## config.mk

```make
export PLATFORM = sky130hd
export DESIGN_NAME = pq_state_buffer
export DESIGN_NICKNAME = d
export VERILOG_FILES = /design/src/rtl/pq_pkg.sv /design/src/rtl/pq_mmio_decode.sv /design/src/rtl/pq_source_bank.sv /design/src/rtl/pq_event_queue.sv /design/src/rtl/pq_state_buffer.sv
export SDC_FILE = /design/constraint.sdc
export NUM_CORES = 1
export LEC_CHECK = 0
export CORE_UTILIZATION = 30
export CTS_CLUSTER_SIZE = 40
export DETAILED_ROUTE_END_ITERATION = 12
export HOLD_SLACK_MARGIN = 0.02
export PLACE_DENSITY = 0.48
export SLEW_MARGIN = 30
export SYNTH_ARGS = -nofsm -noshare
export SYNTH_HDL_FRONTEND = slang
export SYNTH_SLANG_ARGS = --single-unit
```

## constraint.sdc

```tcl
create_clock -name clk -period 3.9 [get_ports clk]
set_input_delay 0.39 -clock clk [delete_from_list [all_inputs] [get_ports clk]]
set_output_delay 0.39 -clock clk [all_outputs]
set_load 0.02 [all_outputs]
```

## src/rtl/pq_pkg.sv

```systemverilog
package pq_pkg;

  // Bit 1 = pending (P), bit 0 = queued (Q)
  typedef logic [1:0] pq_t;

  localparam pq_t PQ_IDLE  = 2'b00;
  localparam pq_t PQ_OFF   = 2'b01;
  localparam pq_t PQ_PEND  = 2'b10;
  localparam pq_t PQ_AGAIN = 2'b11;

  localparam int PAGE_BITS = 12;
  localparam int RDATA_W   = 64;

  typedef enum logic [2:0] {
    OP_NONE,
    OP_PEEK,
    OP_FORCE,
    OP_EOI,
    OP_ZERO
  } mmio_op_e;

  typedef struct packed {
    pq_t  state;
    logic fire;
  } step_t;

  function automatic step_t on_trigger(pq_t s);
    step_t r;
    case (s)
      PQ_IDLE:           r = '{state: PQ_PEND,  fire: 1'b1};
      PQ_PEND, PQ_AGAIN: r = '{state: PQ_AGAIN, fire: 1'b0};
      default:           r = '{state: PQ_OFF,   fire: 1'b0};
    endcase
    return r;
  endfunction

  function automatic step_t on_eoi(pq_t s);
    step_t r;
    case (s)
      PQ_AGAIN: r = '{state: PQ_PEND, fire: 1'b1};
      PQ_PEND:  r = '{state: PQ_IDLE, fire: 1'b0};
      default:  r = '{state: s,       fire: 1'b0};
    endcase
    return r;
  endfunction

  function automatic step_t on_force(pq_t v);
    step_t r;
    r = '{state: v, fire: 1'b0};
    return r;
  endfunction

endpackage

```

## src/rtl/pq_mmio_decode.sv

```systemverilog
module pq_mmio_decode
  import pq_pkg::*;
#(
  parameter int NUM_SRC = 16,
  parameter int SRC_W   = 4,
  localparam int ADDR_W = SRC_W + PAGE_BITS
) (
  input  logic              acc_valid,
  input  logic              acc_write,
  input  logic [ADDR_W-1:0] acc_addr,
  output mmio_op_e          op,
  output logic [SRC_W-1:0]  src,
  output pq_t               force_val,
  output logic              hit,
  output logic              is_read
);

  logic [PAGE_BITS-1:0] offs;
  logic                 in_range;
  logic                 force_slot;

  always_comb begin
    offs       = acc_addr[PAGE_BITS-1:0];
    src        = acc_addr[ADDR_W-1:PAGE_BITS];
    in_range   = int'(src) < NUM_SRC;
    force_slot = (offs[11:10] == 2'b11) && (offs[7:0] == 8'h00);
    force_val  = offs[9:8];
    is_read    = acc_valid && !acc_write;

    op = OP_NONE;
    if (acc_valid) begin
      if (acc_write) begin
        if (offs == '0) op = OP_EOI;
      end else if (offs == 12'h800) begin
        op = OP_PEEK;
      end else if (force_slot) begin
        op = OP_FORCE;
      end else begin
        op = OP_ZERO;
      end
    end
    hit = in_range && (op == OP_PEEK || op == OP_FORCE || op == OP_EOI);
  end

endmodule

```

## src/rtl/pq_source_bank.sv

```systemverilog
module pq_source_bank
  import pq_pkg::*;
#(
  parameter int NUM_SRC = 16,
  parameter int SRC_W   = 4
) (
  input  logic             clk,
  input  logic             rst_n,
  input  mmio_op_e         m_op,
  input  logic             m_ok,
  input  logic [SRC_W-1:0] m_src,
  input  pq_t              m_force,
  input  logic             t_ok,
  input  logic [SRC_W-1:0] t_src,
  output pq_t              m_prev,
  output logic             fire_m,
  output logic             fire_t
);

  pq_t                pq_q [NUM_SRC];
  pq_t                pq_d [NUM_SRC];
  logic [NUM_SRC-1:0] upd_en;
  logic               same;
  step_t              m_res;
  step_t              t_res;
  pq_t                mid;

  // MMIO result first, trigger applied on top of it
  always_comb begin
    same   = m_ok && t_ok && (m_src == t_src);
    m_prev = pq_q[m_src];
    m_res  = '{state: m_prev, fire: 1'b0};
    if (m_ok) begin
      case (m_op)
        OP_FORCE: m_res = on_force(m_force);
        OP_EOI:   m_res = on_eoi(m_prev);
        default:  m_res = '{state: m_prev, fire: 1'b0};
      endcase
    end
    mid    = same ? m_res.state : pq_q[t_src];
    t_res  = on_trigger(mid);
    fire_m = (m_ok && m_res.fire) || (same && t_res.fire);
    fire_t = t_ok && !same && t_res.fire;
  end

  always_comb begin
    for (int i = 0; i < NUM_SRC; i++) begin
      pq_d[i]   = pq_q[i];
      upd_en[i] = 1'b0;
      if (m_ok && int'(m_src) == i) begin
        pq_d[i]   = m_res.state;
        upd_en[i] = 1'b1;
      end
      if (t_ok && int'(t_src) == i) begin
        pq_d[i]   = t_res.state;
        upd_en[i] = 1'b1;
      end
    end
  end

  always_ff @(posedge clk or negedge rst_n) begin
    if (!rst_n) begin
      for (int i = 0; i < NUM_SRC; i++) pq_q[i] <= PQ_IDLE;
    end else begin
      for (int i = 0; i < NUM_SRC; i++) begin
        if (upd_en[i]) pq_q[i] <= pq_d[i];
      end
    end
  end

  // a masked source ignores a trigger
  p_masked_hold_r4: assert property (@(posedge clk) disable iff (!rst_n)
    (t_ok && !same && pq_q[t_src] == PQ_OFF) |=> (pq_q[$past(t_src)] == PQ_OFF));

  // EOI on 11 leaves the source pending
  p_eoi_replay_r5: assert property (@(posedge clk) disable iff (!rst_n)
    (m_ok && m_op == OP_EOI && !same && pq_q[m_src] == PQ_AGAIN)
      |=> (pq_q[$past(m_src)] == PQ_PEND));

  // an idle source that is triggered becomes pending
  p_idle_trigger_r2: assert property (@(posedge clk) disable iff (!rst_n)
    (t_ok && !same && pq_q[t_src] == PQ_IDLE) |=> (pq_q[$past(t_src)] == PQ_PEND));

  // a pending source never returns to idle on a trigger
  p_coalesce_r3: assert property (@(posedge clk) disable iff (!rst_n)
    (t_ok && !same && pq_q[t_src][1]) |=> (pq_q[$past(t_src)] == PQ_AGAIN));

endmodule

```

## src/rtl/pq_event_queue.sv

```systemverilog
module pq_event_queue #(
  parameter int NUM_SRC = 16,
  parameter int SRC_W   = 4,
  localparam int DEPTH  = NUM_SRC,
  localparam int PTR_W  = (DEPTH > 1) ? $clog2(DEPTH) : 1,
  localparam int CNT_W  = $clog2(DEPTH + 1)
) (
  input  logic             clk,
  input  logic             rst_n,
  input  logic             req_a,
  input  logic [SRC_W-1:0] src_a,
  input  logic             req_b,
  input  logic [SRC_W-1:0] src_b,
  input  logic             out_ready,
  output logic             out_valid,
  output logic [SRC_W-1:0] out_src
);

  logic [SRC_W-1:0]   mem [DEPTH];
  logic [PTR_W-1:0]   rd_q, rd_d, wr_q, wr_d, wr_b;
  logic [CNT_W-1:0]   cnt_q, cnt_d;
  logic [NUM_SRC-1:0] busy_q, busy_d;
  logic               pop, busy_a, busy_b, acc_a, acc_b;

  function automatic logic [PTR_W-1:0] ptr_add(logic [PTR_W-1:0] p, int k);
    int t;
    t = int'(p) + k;
    if (t >= DEPTH) t = t - DEPTH;
    return PTR_W'(t);
  endfunction

  always_comb begin
    out_valid = (cnt_q != '0);
    out_src   = mem[rd_q];
    pop       = out_valid && out_ready;
    // a source whose event leaves this cycle may queue a new one at once
    busy_a    = busy_q[src_a] && !(pop && out_src == src_a);
    busy_b    = busy_q[src_b] && !(pop && out_src == src_b);
    acc_a     = req_a && !busy_a;
    acc_b     = req_b && !busy_b && !(acc_a && src_a == src_b);
    wr_b      = acc_a ? ptr_add(wr_q, 1) : wr_q;
    wr_d      = ptr_add(wr_q, int'(acc_a) + int'(acc_b));
    rd_d      = pop ? ptr_add(rd_q, 1) : rd_q;
    cnt_d     = CNT_W'(int'(cnt_q) + int'(acc_a) + int'(acc_b) - int'(pop));
    busy_d    = busy_q;
    if (pop)   busy_d[out_src] = 1'b0;
    if (acc_a) busy_d[src_a]   = 1'b1;
    if (acc_b) busy_d[src_b]   = 1'b1;
  end

  always_ff @(posedge clk or negedge rst_n) begin
    if (!rst_n) begin
      rd_q   <= '0;
      wr_q   <= '0;
      cnt_q  <= '0;
      busy_q <= '0;
    end else begin
      rd_q   <= rd_d;
      wr_q   <= wr_d;
      cnt_q  <= cnt_d;
      busy_q <= busy_d;
    end
  end

  // data array: written only, never reset
  always_ff @(posedge clk) begin
    if (acc_a) mem[wr_q] <= src_a;
    if (acc_b) mem[wr_b] <= src_b;
  end

  // one slot per source is always enough
  p_no_overflow_r11: assert property (@(posedge clk) disable iff (!rst_n)
    (int'(cnt_q) + int'(acc_a) + int'(acc_b) - int'(pop)) <= DEPTH);

  // an outstanding source is never queued twice
  p_single_entry_r11: assert property (@(posedge clk) disable iff (!rst_n)
    (acc_a && acc_b) |-> (src_a != src_b));

  // a stalled event holds
  p_hold_stable_r10: assert property (@(posedge clk) disable iff (!rst_n)
    (out_valid && !out_ready) |=> (out_valid && $stable(out_src)));

endmodule

```

## src/rtl/pq_state_buffer.sv

```systemverilog
module pq_state_buffer
  import pq_pkg::*;
#(
  parameter int NUM_SRC = 16,
  localparam int SRC_W  = (NUM_SRC > 1) ? $clog2(NUM_SRC) : 1,
  localparam int ADDR_W = SRC_W + PAGE_BITS
) (
  input  logic               clk,
  input  logic               rst_n,
  input  logic               trig_valid,
  input  logic [SRC_W-1:0]   trig_src,
  input  logic               mmio_valid,
  input  logic               mmio_write,
  input  logic [ADDR_W-1:0]  mmio_addr,
  output logic               mmio_rvalid,
  output logic [RDATA_W-1:0] mmio_rdata,
  output logic               evt_valid,
  input  logic               evt_ready,
  output logic [SRC_W-1:0]   evt_src
);

  logic               rst_meta, rst_sync_n;
  mmio_op_e           op;
  logic [SRC_W-1:0]   m_src;
  pq_t                m_force, m_prev;
  logic               m_hit, m_read, t_ok, fire_m, fire_t;
  logic               rv_d;
  logic [RDATA_W-1:0] rd_d;

  // asynchronous assert, synchronous release
  always_ff @(posedge clk or negedge rst_n) begin
    if (!rst_n) begin
      rst_meta   <= 1'b0;
      rst_sync_n <= 1'b0;
    end else begin
      rst_meta   <= 1'b1;
      rst_sync_n <= rst_meta;
    end
  end

  pq_mmio_decode #(.NUM_SRC(NUM_SRC), .SRC_W(SRC_W)) dec_i (
    .acc_valid (mmio_valid),
    .acc_write (mmio_write),
    .acc_addr  (mmio_addr),
    .op        (op),
    .src       (m_src),
    .force_val (m_force),
    .hit       (m_hit),
    .is_read   (m_read)
  );

  always_comb t_ok = trig_valid && (int'(trig_src) < NUM_SRC);

  pq_source_bank #(.NUM_SRC(NUM_SRC), .SRC_W(SRC_W)) bank_i (
    .clk     (clk),
    .rst_n   (rst_sync_n),
    .m_op    (op),
    .m_ok    (m_hit),
    .m_src   (m_src),
    .m_force (m_force),
    .t_ok    (t_ok),
    .t_src   (trig_src),
    .m_prev  (m_prev),
    .fire_m  (fire_m),
    .fire_t  (fire_t)
  );

  pq_event_queue #(.NUM_SRC(NUM_SRC), .SRC_W(SRC_W)) queue_i (
    .clk       (clk),
    .rst_n     (rst_sync_n),
    .req_a     (fire_m),
    .src_a     (m_src),
    .req_b     (fire_t),
    .src_b     (trig_src),
    .out_ready (evt_ready),
    .out_valid (evt_valid),
    .out_src   (evt_src)
  );

  always_comb begin
    rv_d = m_read;
    rd_d = '0;
    if (m_hit && (op == OP_PEEK || op == OP_FORCE)) rd_d = {{(RDATA_W-2){1'b0}}, m_prev};
  end

  always_ff @(posedge clk or negedge rst_sync_n) begin
    if (!rst_sync_n) begin
      mmio_rvalid <= 1'b0;
      mmio_rdata  <= '0;
    end else begin
      mmio_rvalid <= rv_d;
      if (rv_d) mmio_rdata <= rd_d;
    end
  end

  // every load is answered in the next cycle
  p_read_answer_r6: assert property (@(posedge clk) disable iff (!rst_sync_n)
    (mmio_valid && !mmio_write) |=> mmio_rvalid);

  // stores never produce a response
  p_write_silent_r8: assert property (@(posedge clk) disable iff (!rst_sync_n)
    (!mmio_valid || mmio_write) |=> !mmio_rvalid);

  // only the two low bits of a response can be set
  p_rdata_narrow_r6: assert property (@(posedge clk) disable iff (!rst_sync_n)
    mmio_rvalid |-> (mmio_rdata[RDATA_W-1:2] == '0));

endmodule

```

==> metrics <==
FF-to-FF Start queue_i.rd_q[1]$_DFFE_PN0P_; final setup fails 0; post-synthesis cell type count 64; peak supply drop 473.2 µV; asr flop ratio synth 50.77%; Register-to-Register Setup Slack 0.14 ns; hold crit path type in -> async; placed insts 1315; area of the core 0.02909 mm²; area of the multi-input gates 0.004913 mm²; root buf cell clkbuf_16; Yosys warning count 0; Die ar. 0.03062 mm²; Startpoint Class register; vias per cell 5.052; Power, Total 6.660 mW; dpl ws -0.3868 ns; fin cells 1352; EDFF count, synth 64; Worst-Margin Slew 0.7731 ns; post-synthesis mux area share 23.69%; fillers 2929; main combinational cell family by area after synthesis multiplexers; Total GRT Usage 17.20%; # port buffers 33; crit path cell chain buf_12 -> mux4_2 -> or3_1 -> nand4_1 -> nor3b_2 -> a2111oi_2 -> o21a_2 -> clkinv_4 -> ha_4 -> inv_2 -> fa_2 -> inv_2 -> fa_2 -> inv_2 -> a21oi_2 -> nor2_1 -> nor2_1 -> xnor2_1; FP Rows 62; RR Endpoint queue_i.cnt_q[4]$_DFF_PN0_; drt pass-1 iters 5; adder-cell share of the synthesized area 2.341%; Worst Skew 0.01216 ns; most frequent cells in the layout buf_4, nand2_1, mux2_2; Setup TNS Final 0 ns; MaxCap Viol Count 0; commonest non-fill, non-tap cell in the layout buf_4; crit path DAT 4.11 ns; CP Max Fanout 6; n_diodes 0; CTS tree built; Clk Latency, worst-skew pair 0.42 ns; clock buffer count from CTS 17; number of global-route vias before repair 6622; Pins Over Slew Limit 0; Post-Route Utilization 36.91%; Vert. Die Dim 175.0 µm; Cell Pwr Density 620.2 mW/mm²; sequential-to-total area share from yosys stat 39.80%; Routability Congestion 0.8246; post-synthesis instance total 857; global route overflow 0; Initial Util 30.86%; Final ANT Viol Nets 0; Fin. Hold Viols 0; Worst Path Required 4.24 ns; slowest cell delay on critical path 0.56 ns; Via Count 6830; DRT Wirelength 25720 µm; FF+latch count, synth 130; fin nets 996; ranking of synthesized cells by area edfxtp_1, dfrtp_1, mux2_2, mux4_2, buf_4; Yosys top cell by area edfxtp_1; average size of a mapped cell 10.48 µm²; DP Area 0.01003 mm²; reg2reg path depth 18; Critical Path End Type register; top_reg_cell synth dfrtp_1; simple-gate portion of the synthesized area 14.34%; Layout area overhead 19.61%; Synth Area in XOR/XNOR 1.561%; Synth Area in Compound Gates 9.282%; layout cells sized above 1 29.03%; Clk pin slew, worst setup/hold paths 0.06 ns; final instance area 0.01074 mm²; Max Freq 0.2659 GHz; I/O pins 96; initial detailed-routing violation count 433; most numerous cell on the critical path inv_2; Rel. slew slack 48.46%; Final WS setup 0.1386 ns; final hold slack 0.1270 ns; die width 175.0 µm; largest net degree at the start of global routing 36; Leakage 4.186 nW; register area 0.003575 mm²; Final min period 3.761 ns; hpwl dp 18680 µm; CTS HTree Levels 4; Synth top area share 21.41%; global-route wire length before repair 39930 µm; RSZ-0062 raised after global routing yes; final worst-path cycle share 96.45%; CTS Sinks 130; DRC Markers 0; Avg WL per Cell 19.02 µm; CP max-delay cell mux4_2; kind of critical path reg -> reg; status finished clean; CTS Buffer Depth 2; initial antenna violation count 0; synthesized cell area 0.008977 mm²
[how the worst max path moves through the flow]
stage	end	slack, ns	from
after floorplan	queue_i.cnt_q[4]$_DFF_PN0_	0.11	queue_i.rd_q[1]$_DFFE_PN0P_
after global placement	queue_i.cnt_q[4]$_DFF_PN0_	-0.26	mmio_addr[5]
after detailed placement	queue_i.cnt_q[4]$_DFF_PN0_	-0.39	mmio_addr[5]
after CTS	queue_i.mem[5][2]$_DFFE_PP_	0.01	queue_i.rd_q[1]$_DFFE_PN0P_
after global routing	queue_i.cnt_q[4]$_DFF_PN0_	-0.08	queue_i.rd_q[1]$_DFFE_PN0P_
final	queue_i.cnt_q[4]$_DFF_PN0_	0.14	queue_i.rd_q[1]$_DFFE_PN0P_
[kinds of logic (layout without fill, tap and decap cells)]
kind of cell    Yosys count  after routing
compound gates          129            129
other cells               2             63
xor+xnor                 16             16
buf+inv                 138            188
simple gates            268            268
mux                     159            159
fa+ha+maj                15             15
flops                   130            130
[metal layers]
metal,up-vias,track usage (%),share of wire (%)
li1,3185,-,-
met1,3408,25.22,49
met2,210,26.07,45
met3,27,2.763,4.2
met4,0,4.638,1.6
met5,-,0,0
[final cells by class]
class	instances	share of cell area [%]
Tap cell	384	4.474
Timing Repair Buffer	129	9.998
Clock inverter	15	1.526
Sequential cell	130	33.29
Inverter	27	0.9904
Clock buffer	17	3.962
Multi-Input combinational cell	650	45.76
[repair_timing]
item                       CTS  global route
gates cloned                 0             0
hold buffers                 0             0
resized for setup            1            26
setup buffers                2             3
setup endpoints to repair    1           102
hold endpoints to repair     0             0
pin swaps                    2            13
[cells in the mapped netlist, types with 5 or more instances]
master	instances
a21o_1	11
a21oi_1	9
a22o_1	6
a22oi_1	6
a31oi_1	7
and3_1	5
buf_1	6
buf_2	5
buf_4	67
clkbuf_1	30
dfrtp_1	66
edfxtp_1	64
ha_1	12
inv_1	25
mux2_2	79
mux2i_1	40
mux4_2	32
nand2_1	80
nand2b_1	10
nand3_1	35
nand4_1	7
nor2_1	65
nor2_2	6
nor2b_1	13
nor3_1	8
o21ai_0	50
o22ai_1	7
or3_1	10
xnor2_1	12
[power breakdown]
group / internal, mW / switching [mW] / total [mW] / leakage, nW
clock: 0.999 / 0.643 / 1.64 / 0.280
sequential: 1.76 / 0.280 / 2.04 / 1.38
combinational: 1.37 / 1.60 / 2.98 / 2.53
total: 4.13 / 2.53 / 6.66 / 4.19
[worst max-delay path: cells and delay by family, from the launching register on]
kind	cells	cell delay (ns)
compound gates	3	0.65
xor+xnor	1	0.12
fa+ha+maj	3	0.85
buf+inv	5	0.40
flops	1	0.38
mux	1	0.56
simple gates	5	0.73
[sequential cells by signal, summed over array words and instances, names as in the netlist, 2 cells and up]
signal and cells:
bank_i.pq_q 32, mmio_rdata 2, queue_i.busy_q 16, queue_i.cnt_q 5
queue_i.mem 64, queue_i.rd_q 4, queue_i.wr_q 4
Note: power is estimated with default switching activity, not from simulation.
